File: src/rtl/tt_clkout_pkg.sv
package tt_clkout_pkg;
  localparam int CTL_W    = 3;
  localparam int CTL_EN   = 0;
  localparam int CTL_SYNC = 1;
  localparam int CTL_IRQ  = 2;
  localparam int PIN_W    = 2;
  localparam int PIN_DIR  = 0;
  localparam int PIN_FUNC = 1;

  typedef struct packed {
    logic irq_en;
    logic sync;
    logic en;
  } ctl_t;
endpackage

File: src/rtl/tt_clkout_cmp.sv
// Unsigned a >= b, split into lanes; the highest differing lane decides.
module tt_clkout_cmp #(
  parameter int W    = 64,
  parameter int LANE = 16
) (
  input  logic [W-1:0] a,
  input  logic [W-1:0] b,
  output logic         ge
);
  localparam int NL = W / LANE;

  logic [NL-1:0] gt_l;
  logic [NL-1:0] eq_l;

  for (genvar i = 0; i < NL; i++) begin : g_lane
    assign gt_l[i] = a[i*LANE +: LANE] >  b[i*LANE +: LANE];
    assign eq_l[i] = a[i*LANE +: LANE] == b[i*LANE +: LANE];
  end

  always_comb begin
    ge = 1'b1;
    for (int i = 0; i < NL; i++) begin
      if (!eq_l[i]) ge = gt_l[i];
    end
  end
endmodule

File: src/rtl/tt_clkout_sched.sv
// Target and period state; advances or disarms on each fired edge.
module tt_clkout_sched #(
  parameter int W = 64
) (
  input  logic         clk,
  input  logic         rst,
  input  logic         per_wr,
  input  logic [W-1:0] per_i,
  input  logic         tgt_wr,
  input  logic [W-1:0] tgt_i,
  input  logic         fire,
  input  logic         sync,
  output logic [W-1:0] target_o,
  output logic [W-1:0] period_o,
  output logic         armed_o
);
  always_ff @(posedge clk) begin
    if (rst) begin
      target_o <= '0;
      period_o <= '0;
      armed_o  <= 1'b0;
    end else begin
      if (per_wr) period_o <= per_i;
      if (tgt_wr) begin
        target_o <= tgt_i;
        armed_o  <= 1'b1;
      end else if (fire) begin
        if (sync) target_o <= target_o + period_o;
        else      armed_o  <= 1'b0;
      end
    end
  end
endmodule

File: src/rtl/tt_clkout_drive.sv
// Output level, pad configuration and interrupt pulse, all registered.
module tt_clkout_drive
  import tt_clkout_pkg::*;
(
  input  logic             clk,
  input  logic             rst,
  input  logic             ctl_wr,
  input  logic             ctl_en_new,
  input  logic             fire,
  input  logic             irq_en,
  input  logic             pin_wr,
  input  logic [PIN_W-1:0] pin_i,
  output logic             level_o,
  output logic             pin_func_o,
  output logic             pin_o,
  output logic             pin_oe,
  output logic             irq_o
);
  logic             level_d;
  logic [PIN_W-1:0] pcfg_q;
  logic [PIN_W-1:0] pcfg_d;

  always_comb begin
    level_d = level_o;
    if (ctl_wr && !ctl_en_new) level_d = 1'b0;
    else if (fire)             level_d = ~level_o;
    pcfg_d = pin_wr ? pin_i : pcfg_q;
  end

  always_ff @(posedge clk) begin
    if (rst) begin
      level_o <= 1'b0;
      pcfg_q  <= '0;
      pin_o   <= 1'b0;
      pin_oe  <= 1'b0;
      irq_o   <= 1'b0;
    end else begin
      level_o <= level_d;
      pcfg_q  <= pcfg_d;
      pin_o   <= pcfg_d[PIN_FUNC] & level_d;
      pin_oe  <= pcfg_d[PIN_DIR];
      irq_o   <= fire & irq_en;
    end
  end

  assign pin_func_o = pcfg_q[PIN_FUNC];
endmodule

File: src/rtl/tt_clkout.sv
module tt_clkout
  import tt_clkout_pkg::*;
#(
  parameter int TW   = 64,
  parameter int LANE = 16
) (
  input  logic             clk,
  input  logic             rst,
  input  logic [TW-1:0]    time_i,
  input  logic             per_wr,
  input  logic [TW-1:0]    per_i,
  input  logic             tgt_wr,
  input  logic [TW-1:0]    tgt_i,
  input  logic             ctl_wr,
  input  logic [CTL_W-1:0] ctl_i,
  input  logic             pin_wr,
  input  logic [PIN_W-1:0] pin_i,
  output logic             pin_o,
  output logic             pin_oe,
  output logic             irq_o
);
  ctl_t          ctl_q;
  logic [TW-1:0] target;
  logic [TW-1:0] period;
  logic          armed;
  logic          reached;
  logic          fire;
  logic          level;
  logic          pin_func;

  always_ff @(posedge clk) begin
    if (rst)         ctl_q <= '0;
    else if (ctl_wr) ctl_q <= ctl_t'(ctl_i);
  end

  tt_clkout_cmp #(.W(TW), .LANE(LANE)) u_cmp (
    .a(time_i), .b(target), .ge(reached)
  );

  assign fire = ctl_q.en && armed && reached && !tgt_wr && !ctl_wr;

  tt_clkout_sched #(.W(TW)) u_sched (
    .clk(clk), .rst(rst),
    .per_wr(per_wr), .per_i(per_i),
    .tgt_wr(tgt_wr), .tgt_i(tgt_i),
    .fire(fire), .sync(ctl_q.sync),
    .target_o(target), .period_o(period), .armed_o(armed)
  );

  tt_clkout_drive u_drive (
    .clk(clk), .rst(rst),
    .ctl_wr(ctl_wr), .ctl_en_new(ctl_i[CTL_EN]),
    .fire(fire), .irq_en(ctl_q.irq_en),
    .pin_wr(pin_wr), .pin_i(pin_i),
    .level_o(level), .pin_func_o(pin_func),
    .pin_o(pin_o), .pin_oe(pin_oe), .irq_o(irq_o)
  );
endmodule

File: config.mk
export PLATFORM = sky130hd
export DESIGN_NAME = tt_clkout
export DESIGN_NICKNAME = d
export VERILOG_FILES = /design/src/rtl/tt_clkout_pkg.sv /design/src/rtl/tt_clkout_cmp.sv /design/src/rtl/tt_clkout_sched.sv /design/src/rtl/tt_clkout_drive.sv /design/src/rtl/tt_clkout.sv
export SDC_FILE = /design/constraint.sdc
export NUM_CORES = 1
export LEC_CHECK = 0
export BUFFER_PORTS_ARGS = -buffer_cell sky130_fd_sc_hd__buf_4
export CAP_MARGIN = 30
export CELL_PAD_IN_SITES_DETAIL_PLACEMENT = 0
export CELL_PAD_IN_SITES_GLOBAL_PLACEMENT = 1
export CORE_ASPECT_RATIO = 0.6
export CORE_MARGIN = 1.5
export CORE_UTILIZATION = 42
export DETAILED_ROUTE_END_ITERATION = 7
export GPL_TIMING_DRIVEN = 0
export PLACE_DENSITY_LB_ADDON = 0.05
export SLEW_MARGIN = 0
export SYNTH_ARGS = -nofsm -noshare
export SYNTH_HDL_FRONTEND = slang
export SYNTH_SLANG_ARGS = --single-unit
File: constraint.sdc
create_clock -name clk -period 3.8 [get_ports clk]
set_clock_uncertainty 0.1 [all_clocks]
set_input_delay 0.19 -clock clk [delete_from_list [all_inputs] [get_ports clk]]
set_output_delay 0.19 -clock clk [all_outputs]
set_load 0.02 [all_outputs]
Word level (Yosys, flattened, before mapping):

Cells that the tools add are included.

* register bits: 138
* latch bits: 0
* bits in writable memories: 0
* bits in read-only memories: 0
* input port bits: 203
* output and inout bits: 3
* word-level logic and storage cells: 49
* memories kept: 0

* add/subtract/negate cells: 1
* multipliers: 0
* divide/modulo/power cells: 0
* $lt $le $gt $ge: 4
* equal/unequal tests: 5
* shift operators: 0
* multiplexer cells: 13
* bitwise gates (word level): 3
* reduce and logical (&&, ||, !) cells: 12

Operators by type and width (count)
* 64-bit 2-to-1 mux: 3
* 64-bit adder: 1
* 16-bit == test: 4
* 16-bit > comparator: 4
* 1-bit 2-to-1 mux: 9
* 1-bit logical AND: 5
* 2-bit AND reduction: 2
* 2-bit nonzero test: 2
* 1-bit zero test: 3
* 1-bit bitwise AND: 2
* 2-bit 2-to-1 mux: 1
* 2-bit inequality test (second input constant): 1
* 1-bit NOT: 1

Logic depth before layout (Yosys ltp):

Gate-level depths: netlist of the first run.

* depth after elaboration: 11
* depth in mapped cells: 13
* mapped depth without buffers: 12

Cells and area by module:

Synthesis of the first run repeated with hierarchy kept, for this count alone.

* cell total of the unflattened synthesis: 1379
* area, all modules: 10769.1 um^2

Modules (own cells, without submodules)
* tt_clkout_sched: instances 1, cells each 1131, area an instance 8864.8 um^2, seq. area each 2582.5 um^2
* tt_clkout_cmp: instances 1, cells each 221, area an instance 1612.8 um^2, seq. area each 0.0 um^2
* tt_clkout_drive: instances 1, cells each 15, area an instance 167.7 um^2, seq. area each 100.1 um^2
* tt_clkout: instances 1, cells each 12, area an instance 123.9 um^2, seq. area each 60.1 um^2

Worst setup path after synthesis of the first run:

OpenSTA, ideal clock, no wires.

* path type: reg-to-reg
* start point: register u_sched.target_o[0]
* end point: register u_sched.target_o[62]
* library setup time: 131 ps
* arrival time: 2541 ps
* data required time: 3569 ps
* path slack: 1028 ps
* cell stages (with the launch flop): 13
* buffers on the path: 0
* cell sequence: dfxtp_1 -> ha_1 -> inv_1 -> fa_1 -> nand2b_1 -> a211oi_2 -> o21bai_2 -> a2111oi_4 -> o2111ai_1 -> a21oi_2 -> a41oi_1 -> xor2_1 -> o22ai_1

* word-level cells in the longest chain between the ends: 10

RTL lines
* start: declaration: line tt_clkout_sched.sv:13 `output logic [W-1:0] target_o,`
* start signal: assignment: line tt_clkout_sched.sv:25 `target_o <= tgt_i;`
* start signal: assignment: line tt_clkout_sched.sv:28 `if (sync) target_o <= target_o + period_o;`
* 16-bit > comparator or 16-bit == test (tied branches): line tt_clkout_cmp.sv:16, tt_clkout_cmp.sv:17
* 1-bit 2-to-1 mux (4 in a row): line tt_clkout_cmp.sv:23 `if (!eq_l[i]) ge = gt_l[i];`
* 1-bit logical AND (3 in a row): line tt_clkout.sv:40 `assign fire = ctl_q.en && armed && reached && !tgt_wr && !ctl_wr;`
* 2-bit nonzero test (no line)
* 2-bit AND reduction (no line)

Several ways; a longest one is shown, not always the timed one. The select of a mux whose other input is x is not followed.
A chain may end at the register's enable or synchronous reset.

Worst setup path in the final report of the first run:

* start point: register u_sched.target_o[59]
* end point: register u_sched.target_o[58]

* word-level cells in the longest chain between the ends: 7

RTL lines (line)
* 16-bit > comparator or 16-bit == test (tied branches): tt_clkout_cmp.sv:16, tt_clkout_cmp.sv:17
* 1-bit 2-to-1 mux *: tt_clkout_cmp.sv:23
* 1-bit logical AND * (3 in a row): tt_clkout.sv:40
* 2-bit nonzero test (no line) *
* 2-bit AND reduction (no line) *

Mark *: on every way between the ends. The rest lies on a longest branch, timed or not.

==> results_dict.tcl, run 1 <==
set metrics [dict create \
    hold_path.class "in -> reg" \
    crit_type "reg -> reg" \
    rows 45 \
    hold_viol 0 \
    antennaDiodeCount 0 \
    num-nets-final 2007 \
    critPathMaxFanout 10 \
    antenna_found_initial 0 \
    final_layout_size_suffix_gt1_share_pct 18.8 \
    crit_chain "inv_1 -> ha_1 -> nand4_1 -> buf_4 -> nor4_4 -> buf_4 -> nor3b_1 -> o2111ai_1 -> o41a_1 -> and4_4 -> buf_6 -> nand2_1 -> clkbuf_4 -> o22ai_1" \
    cts_tree "yes" \
    wirelength_um 41100 \
    nFillCells 2339 \
    grt_pass1_vias 10700 \
    status "complete, no violations" \
    clk_latency_ps 460 \
    grt_overflow 0 \
    cp_slowest_stage_delay_ps 380 \
    syn_area_um2 10800 \
    syn_area_per_cell_um2 8.17 \
    routed_via_density 5.66 \
    irDropWorstVdd_mv 0.299 \
    clock_sinks 137 \
    clkTransAtPathRegs_ps 70 \
    route.detailed.drc 0 \
    finalCritPeriodShare_pct 96.2 \
    initial_core_util_pct 42.8 \
    max-cap-violations 0 \
    p_per_area_nw_per_um2 307 \
    crit_arrival_ps 3870 \
    cts_buffers 17 \
    synth-edff-count 0 \
    syn_inst 1324 \
    die_h_um 127 \
    root_buffer "clkbuf_16" \
    syn2layout_area_growth_pct 35.6 \
    die_w_um 210 \
    slew_violations 0 \
    globalplace.congestion 0.943 \
    placed_cell_area_um2 12800 \
    setup_viol 0 \
    synth_nets 1655 \
    dp_hpwl_um 32100 \
    grt_max_degree 17 \
    cts_buffer_depth 2 \
    total_power_mw 4.50 \
    final_cell_area_um2 14700 \
    first_pass_iters 5 \
    cp-end-kind "flip-flop" \
    ant_nets 0 \
    p_leak_nw 6.48 \
    h-tree-depth 4 \
    cp_slowest_cell "dfxtp_1" \
    ys_ff_latch 137 \
    min_period_ps 3650 \
    ys_types 85 \
    slew_headroom_pct 33.6 \
    dieArea_um2 26800 \
    yosysSeqAreaShare_pct 25.4 \
    grt_pass1_wl_um 62300 \
    io_buffers 203 \
    core_um2 25300 \
    synth_warnings 0 \
    io_pins 206 \
    ys.flop_type "dfxtp_1" \
    max_freq_mhz 274 \
    critical_path.most_common_cell "buf_4" \
    drt-initial-drc-count 1092 \
    cp.required_ps 4010 \
    start_kind "flip-flop" \
    grt_usage_pct 30.9 \
    async_reset_ff_share_pct 0 \
    worst_pin_slew_ps 996 \
    routedWlPerCell_um 20.4 \
    via_count 11400 \
]
## stage by stage
stage | setup TNS, ps | hold WS, ps | cells | util (%) | setup WS, ps
after floorplan | 0 | 235 | 1324 | - | 1030
after global placement | -11710 | 324 | 1856 | 50.4 | -320
after detailed placement | 0 | 332 | 1859 | 50.6 | 17.5
after CTS | 0 | 1.90 | 2017 | 57.9 | 24.9
after global routing | -37.6 | 29.9 | 2018 | 58.0 | -15.4
final | 0 | 16.1 | 2018 | 58.0 | 145
## cell usage after synthesis, types with 6 or more instances
cell	count	area share, %
buf_6	6	0.62
xor2_1	29	2.3
o22ai_1	23	1.3
o21ai_0	58	2.7
nor3_1	18	0.83
inv_1	87	3.0
clkbuf_1	31	1.1
o31a_1	7	0.57
buf_2	23	1.1
o21bai_1	10	0.69
and3_1	7	0.40
a22oi_1	38	2.6
xnor2_1	27	2.2
a221oi_2	8	1.1
nand2b_1	9	0.52
a211o_1	6	0.49
dfxtp_1	137	25
a21o_1	32	2.2
o21ai_1	13	0.60
nand3_1	20	0.93
a21oi_2	6	0.49
ha_1	127	15
and2_1	7	0.40
nand2_1	96	3.3
o211ai_1	13	0.90
a211oi_1	20	1.4
nor2_1	121	4.2
a31oi_1	8	0.46
a21oi_1	117	5.4
nand4_1	35	2.0
mux2i_1	72	6.7
nor2b_1	8	0.46
buf_1	7	0.24
## cell type report
| type | count | area (um2) | share of cell area, % |
|---|---|---|---|
| Buffer | 74 | 375 | 2.56 |
| Sequential cell | 137 | 2740 | 18.7 |
| Tap cell | 329 | 412 | 2.81 |
| Timing Repair Buffer | 333 | 2830 | 19.3 |
| Clock inverter | 15 | 161 | 1.10 |
| Clock buffer | 17 | 425 | 2.90 |
| Multi-Input combinational cell | 1026 | 7390 | 50.4 |
| Inverter | 87 | 327 | 2.23 |
## worst paths after layout
check                                           from              endpoint  slack, ps  cells after the start
worst max-delay path            u_sched.target_o[59]  u_sched.target_o[58]        150                     14
worst min-delay path                       tgt_i[23]  u_sched.target_o[23]         20                      3
worst max register to register  u_sched.target_o[59]  u_sched.target_o[58]        150                     14
worst min register to register   u_sched.target_o[4]   u_sched.target_o[4]        390                      2
## where the power goes
part | internal (mW) | total, mW | leakage (nW) | switching, mW
logic | 0.559 | 1.17 | 5.06 | 0.611
registers | 1.52 | 1.59 | 1.13 | 0.0723
clock network | 0.978 | 1.74 | 0.290 | 0.758
## flip-flops by register name, indices dropped and copies added, names as in the netlist
register and cells:
u_sched.target_o 64, u_drive.irq_o 1, u_sched.period_o 64, u_drive.pcfg_q 2
u_drive.level_o 1, u_drive.pin_o 1, ctl_q 3, u_sched.armed_o 1
## routing by layer
layer | up-vias | part of all wire, % | track usage, %
met5 | - | 0.36 | 3.99
met2 | 399 | 39 | 42.6
li1 | 5571 | - | -
met3 | 37 | 7.4 | 6.15
met4 | 2 | 1.5 | 7.66
met1 | 5403 | 52 | 47.6
## layout by cell type, fill, tap and decap left out, drive strengths merged, types with 32 or more instances in the layout
cell / netlist / final
buf: 39 / 244
nor2: 122 / 122
nand2: 96 / 96
mux2i: 72 / 72
o21ai: 71 / 71
ha: 127 / 127
dfxtp: 137 / 137
clkbuf: 35 / 54
a22oi: 38 / 38
inv: 87 / 94
a21oi: 123 / 123
dlygate4sd3: 0 / 126
nand4: 36 / 36
a21o: 32 / 32
## worst max-delay path, delay by kind of cell, from the launching register on
family          cells  cell delay (ps)
flops               1              380
simple gates        5             1060
buf+inv             5              970
fa+ha+maj           1              320
compound gates      3              650
## repair_timing
item                                    CTS  global route
gates resized for setup                   1             5
hold buffers                            126             0
endpoints found under the setup margin   10            25
endpoints found under the hold margin   122             0
buffers inserted                          0             1
pin swaps                                 0             1
## cells by family after synthesis
logic type	count (synthesis)	share of synthesized area [%]
XOR/XNOR	56	4.54
AND/OR/NAND/NOR	353	15.7
AO/OA/AOI/OAI	417	26.5
multiplexers	72	6.66
flip-flops	137	25.4
buffers and inverters	161	6.42
adder cells (fa/ha/maj)	128	14.9
Power figures use the tool's default switching activity.
==> run 2, diff against run 1 <==
--- a/config.mk
+++ b/config.mk
@@ -14,7 +14,7 @@
 export CORE_UTILIZATION = 42
 export DETAILED_ROUTE_END_ITERATION = 7
 export GPL_TIMING_DRIVEN = 0
-export PLACE_DENSITY_LB_ADDON = 0.05
+export PLACE_DENSITY_LB_ADDON = 0.25
 export SLEW_MARGIN = 0
 export SYNTH_ARGS = -nofsm -noshare
 export SYNTH_HDL_FRONTEND = slang
==> run 2 against run 1 <==
The run now ends with DRC left. Cell area fell by 0.65%. Sequential share of layout area grew 0.12 points. Sequential cell count unchanged. Wire length rose by 0.11%. Hold slack worse by 3.7 ps. Die area unchanged. Combinational power barely moved. Largest power group unchanged.
==> results_dict.tcl, run 2 (synthesis results as in run 1) <==
set metrics [dict create \
    die_w_um 210 \
    dieArea_um2 26800 \
    power_frac_comb_pct 26.3 \
    slew_headroom_pct 37.3 \
    wirelength_um 41200 \
    grt_overflow 0 \
    h-tree-depth 4 \
    first_pass_iters 8 \
    antennaDiodeCount 0 \
    num-nets-final 1999 \
    reg2reg_to "u_sched.target_o[58]" \
    met3_usage_pct 7.15 \
    grt_pass1_wl_um 62400 \
    slew_violations 0 \
    post-place-ws_ps 38.4 \
    clock_sinks 137 \
    p_seq_share_pct 35.9 \
    status "finished with violations" \
    drt-initial-drc-count 926 \
    syn2layout_area_growth_pct 34.7 \
    p_sw_mw 1.40 \
    holdWs_ps 12.4 \
    max_freq_mhz 279 \
    clk_latency_ps 450 \
    ant_nets 0 \
    max-cap-violations 0 \
    r2r_start "u_sched.target_o[29]" \
    io_pins 206 \
    hold_path.class "in -> reg" \
    die_h_um 127 \
    rsz0062_at_grt "no" \
    grt_max_degree 17 \
    finalCritPeriodShare_pct 94.4 \
    p_clk_share_pct 37.8 \
    multiInputGateArea_um2 7390 \
    grt_pass1_vias 10800 \
    globalplace.congestion 0.948 \
    routedWlPerCell_um 20.5 \
    dp_hpwl_um 31800 \
    final_layout_size_suffix_gt1_share_pct 18.7 \
    irDropWorstVdd_mv 0.234 \
    grtUsageMet2_pct 43.7 \
    critPathMaxFanout 10 \
    setup_viol 0 \
    total_power_mw 4.45 \
    setup_ws_ps 212 \
    p_per_area_nw_per_um2 305 \
    met1_usage_pct 45.6 \
    rows 45 \
    cts_setup_buffers 0 \
    regArea_um2 2740 \
    top_usage_layer "met1" \
    worst_pin_slew_ps 940 \
    io_buffers 203 \
    top_regs "u_sched.period_o (64), u_sched.target_o (64), ctl_q (3)" \
    routed_via_density 5.72 \
    cts_buffer_depth 2 \
    finalSetupTns_ps 0 \
    start_kind "flip-flop" \
    swShare_pct 31.5 \
    route.detailed.drc 1 \
    clkTransAtPathRegs_ps 70 \
    cp-end-kind "flip-flop" \
    initial_core_util_pct 42.8 \
    nFillCells 2388 \
    hold_viol 0 \
    reg2reg_slack_ps 210 \
    antenna_found_initial 0 \
    crit_arrival_ps 3800 \
    p_leak_nw 6.42 \
    worst_r2r_path_depth 11 \
    crit_end "u_sched.target_o[58]" \
    root_buffer "clkbuf_16" \
    violations "DRC" \
    cts_tree "yes" \
    worstSetupStartpoint "u_sched.target_o[29]" \
    most-common-layout-cells "buf_4 (206), dfxtp_1 (137), ha_1 (127), nor2_1 (121), dlygate4sd3_1 (120)" \
    crit_type "reg -> reg" \
    min_period_ps 3590 \
    p_int_mw 3.04 \
    cp.required_ps 4010 \
    grt_usage_pct 30.7 \
    mostFrequentLayoutCell "buf_4" \
    core_um2 25300 \
    cts_buffers 17 \
    via_count 11500 \
]
==> run 2: final cells by class <==
class,count,area share (%)
multi-input cells,1026,50.7
repair buffers,325,18.9
flip-flops and latches,137,18.8
clock buffers,22,3.32
well taps,329,2.83
plain buffers,74,2.52
inverters,87,2.24
clock inverters,10,0.636
==> run 2: critical path: stages (launching register included) <==
cell	delay, ps
dfxtp_1	420
inv_1	90
ha_1	300
nand4_1	300
nor4_2	660
and4_1	350
o211ai_1	180
and4_4	270
buf_6	150
nand2_1	170
buf_2	330
o22ai_1	130
==> run 2: layer usage <==
layer / wire length, um / vias up / share of wire (%)
li1: - / 5563 / -
met1: 20600 / 5419 / 50
met2: 16400 / 445 / 40
met3: 3250 / 63 / 7.9
met4: 911 / 0 / 2.2
met5: 0 / - / 0
==> run 2: worst min path at each step <==
stage | start | end | slack [ps] | depth (start not counted)
2_1_floorplan | tgt_i[1] | u_sched.target_o[1] | 230 | 2
3_3_place_gp | per_i[63] | u_sched.period_o[63] | 320 | 3
3_5_place_dp | per_i[22] | u_sched.period_o[22] | 330 | 3
4_1_cts | tgt_i[23] | u_sched.target_o[23] | 1 | 3
5_1_grt | tgt_i[52] | u_sched.target_o[52] | 20 | 3
6_report | tgt_i[52] | u_sched.target_o[52] | 10 | 3
==> run 2: metrics by stage <==
stage / cell area (um2) / utilization, % / cells
after floorplan: 10800 / - / 1324
after global placement: 12700 / 50.4 / 1856
after detailed placement: 12800 / 50.5 / 1858
after CTS: 14600 / 57.6 / 2010
after global routing: 14600 / 57.6 / 2010
final: 14600 / 57.6 / 2010
==> run 2: timing repair <==
item | CTS | global route
hold buffers | 120 | 0
endpoints found under the setup margin | 0 | 44
gates resized for setup | 0 | 2
endpoints found under the hold margin | 116 | 0
==> run 2: power groups by stage <==
stage,Clock [mW],Combinational (mW),Sequential (mW)
finish,1.68,1.17,1.60
global route,1.76,1.28,1.60
CTS,1.70,1.15,1.59
detailed placement,0,1.04,1.62
global placement,0,1.02,1.62
floorplan,0,0.660,1.59
==> run 3, diff against run 2 <==
--- a/config.mk
+++ b/config.mk
@@ -5,13 +5,14 @@
 export SDC_FILE = /design/constraint.sdc
 export NUM_CORES = 1
 export LEC_CHECK = 0
+export ABC_AREA = 1
 export BUFFER_PORTS_ARGS = -buffer_cell sky130_fd_sc_hd__buf_4
 export CAP_MARGIN = 30
 export CELL_PAD_IN_SITES_DETAIL_PLACEMENT = 0
 export CELL_PAD_IN_SITES_GLOBAL_PLACEMENT = 1
 export CORE_ASPECT_RATIO = 0.6
-export CORE_MARGIN = 1.5
-export CORE_UTILIZATION = 42
+export CORE_MARGIN = 2
+export CORE_UTILIZATION = 39
 export DETAILED_ROUTE_END_ITERATION = 7
 export GPL_TIMING_DRIVEN = 0
 export PLACE_DENSITY_LB_ADDON = 0.25
==> run 3 against run 2 <==
The flow now finishes without violations. Die area is 30% higher. Sequential share of layout area is 2.6 points lower. Worst setup slack gained 33 ps. Critical path depth increased by 3. Critical path type unchanged. Largest cell class unchanged. Highest routed layer unchanged.
==> results_dict.tcl, run 3 <==
set metrics [dict create \
    finalCritPeriodShare_pct 93.6 \
    drt-initial-drc-count 1496 \
    via_count 15600 \
    total_power_mw 4.89 \
    io_buffers 203 \
    clkTransAtPathRegs_ps 70 \
    cts_setup_buffers 0 \
    met1_usage_pct 50.9 \
    max-cap-violations 0 \
    ys_types 35 \
    top_regs "u_sched.period_o (64), u_sched.target_o (64), ctl_q (3)" \
    hold_path.class "in -> reg" \
    grtUsageMet2_pct 42.7 \
    io_pins 206 \
    core_um2 32700 \
    rows 51 \
    synth_common_cells "nand2_1 (785), inv_1 (410), nor2_1 (319)" \
    ant_nets 0 \
    num-nets-final 2991 \
    critPathMaxFanout 10 \
    die_w_um 240 \
    synth_top_area_share_pct 22.6 \
    ys_ff_latch 137 \
    grt_max_degree 17 \
    syn2layout_area_growth_pct 29.6 \
    first_pass_iters 5 \
    setup_viol 0 \
    ys.flop_type "dfxtp_1" \
    top_usage_layer "met1" \
    synth_nets 2656 \
    h-tree-depth 4 \
    utilization_pct 51.6 \
    routedWlPerCell_um 18.1 \
    synth_area_leaders "nand2_1 (23%), dfxtp_1 (21%), ha_1 (12%), inv_1 (12%), nor2_1 (9.2%)" \
    synth_warnings 0 \
    max_freq_mhz 281 \
    yosysMostFrequentCell "nand2_1" \
    dieArea_um2 34900 \
    irDropWorstVdd_mv 0.344 \
    syn_area_per_cell_um2 5.60 \
    antennaDiodeCount 0 \
    syn_inst 2325 \
    met3_usage_pct 8.29 \
    holdWs_ps 13.2 \
    globalplace.congestion 0.966 \
    final_layout_size_suffix_gt1_share_pct 10.5 \
    crit_type "reg -> reg" \
    p_leak_nw 9.13 \
    clock_sinks 137 \
    cts_tree "yes" \
    yosysSeqAreaShare_pct 21.1 \
    mostFrequentLayoutCell "nand2_1" \
    clk_latency_ps 470 \
    cp.required_ps 4100 \
    slew_headroom_pct 29.3 \
    cts_buffers 17 \
    status "complete, no violations" \
    start_kind "flip-flop" \
    slew_violations 0 \
    worst_pin_slew_ps 1060 \
    hold_viol 0 \
    initial_core_util_pct 39.8 \
    syn_area_um2 13000 \
    antenna_found_initial 0 \
    min_period_ps 3560 \
    most-common-layout-cells "nand2_1 (785), inv_1 (410), nor2_1 (319), buf_4 (205), nand3_1 (141)" \
    finalSetupTns_ps 0 \
    grt_pass1_vias 14000 \
    grt_pass1_wl_um 82800 \
    post-place-ws_ps 372 \
    async_reset_ff_share_pct 0 \
    setup_ws_ps 244 \
    root_buffer "clkbuf_16" \
    grt_usage_pct 32.0 \
    wirelength_um 56600 \
    rsz0062_at_grt "no" \
    route.detailed.drc 0 \
    p_per_area_nw_per_um2 290 \
    cts_buffer_depth 2 \
    cp-end-kind "flip-flop" \
    die_h_um 146 \
    dp_hpwl_um 46300 \
    synth-edff-count 0 \
    synth_top_cell_by_area "nand2_1" \
    crit_arrival_ps 3850 \
    routed_via_density 4.98 \
    grt_overflow 0 \
]
-- run 3: cell count changes in the layout (fill, tap and decap cells not counted), moves of 37 or more --
| cell | before | now |
|---|---|---|
| inv_1 | 87 | 410 |
| nand2_1 | 96 | 785 |
| o21ai_0 | 58 | 111 |
| mux2i_1 | 72 | 0 |
| nand3_1 | 20 | 141 |
| nor2_1 | 121 | 319 |
| a22oi_1 | 38 | 1 |
-- run 3: report_power, final --
part	internal, mW	total (mW)	switching [mW]
combinational	0.591	1.42	0.833
sequential	1.54	1.62	0.0869
clock	1.06	1.85	0.781
total	3.19	4.89	1.70
-- run 3: what timing repair did --
| item | CTS | global route |
|---|---|---|
| endpoints found under the hold margin | 103 | 0 |
| hold buffers | 110 | 0 |
| gates resized for setup | 0 | 0 |
-- run 3: worst max-delay path: stages (launching register included) --
cell	delay (ps)
dfxtp_1	500
inv_1	100
ha_1	300
nand2_1	70
inv_1	70
nand4_1	110
inv_1	110
nand3_1	350
a21oi_1	360
nand2_2	210
nand3_2	280
buf_4	260
buf_2	400
nor2_1	120
nor2_1	120
-- run 3: stage by stage --
stage               instance area (um2)  cells
floorplan                         13000   2325
global route                      16900   3123
CTS                               16900   3123
global placement                  15100   2978
detailed placement                15100   2981
finish                            16900   3123
-- run 3: path summary, 6_finish.rpt --
check	startpoint	cells after the start	slack, ps	end
max reg2reg	u_sched.target_o[63]	14	240	u_sched.target_o[5]
min	tgt_i[32]	5	10	u_sched.target_o[32]
min reg2reg	ctl_q[2]	2	360	u_drive.irq_o
max	u_sched.target_o[63]	14	240	u_sched.target_o[5]
-- run 3: cells by family after synthesis --
| group | Yosys count | synth area share (%) |
|---|---|---|
| buffers and inverters | 471 | 14.0 |
| DFF | 137 | 21.1 |
| adders and majority gates | 128 | 12.4 |
| and+or+nand+nor | 1307 | 40.2 |
| AOI/OAI and AO/OA | 249 | 10.1 |
| xor gates and xnor gates | 33 | 2.22 |
-- run 3: final cells by class --
cell class / count / area (um2)
fill: 3503 / 15800
tap: 450 / 563
inverter: 411 / 1540
multi-input combinational: 1717 / 8450
timing repair buffer: 316 / 2670
clock buffer: 18 / 439
clock inverter: 14 / 184
sequential: 137 / 2740
buffer: 60 / 284
-- run 3: metal layers --
metal  vias up  wire (um)
met4         0        460
li1       7834          -
met3        30       5980
met1      7107      29200
met5         -          0
met2       593      20900
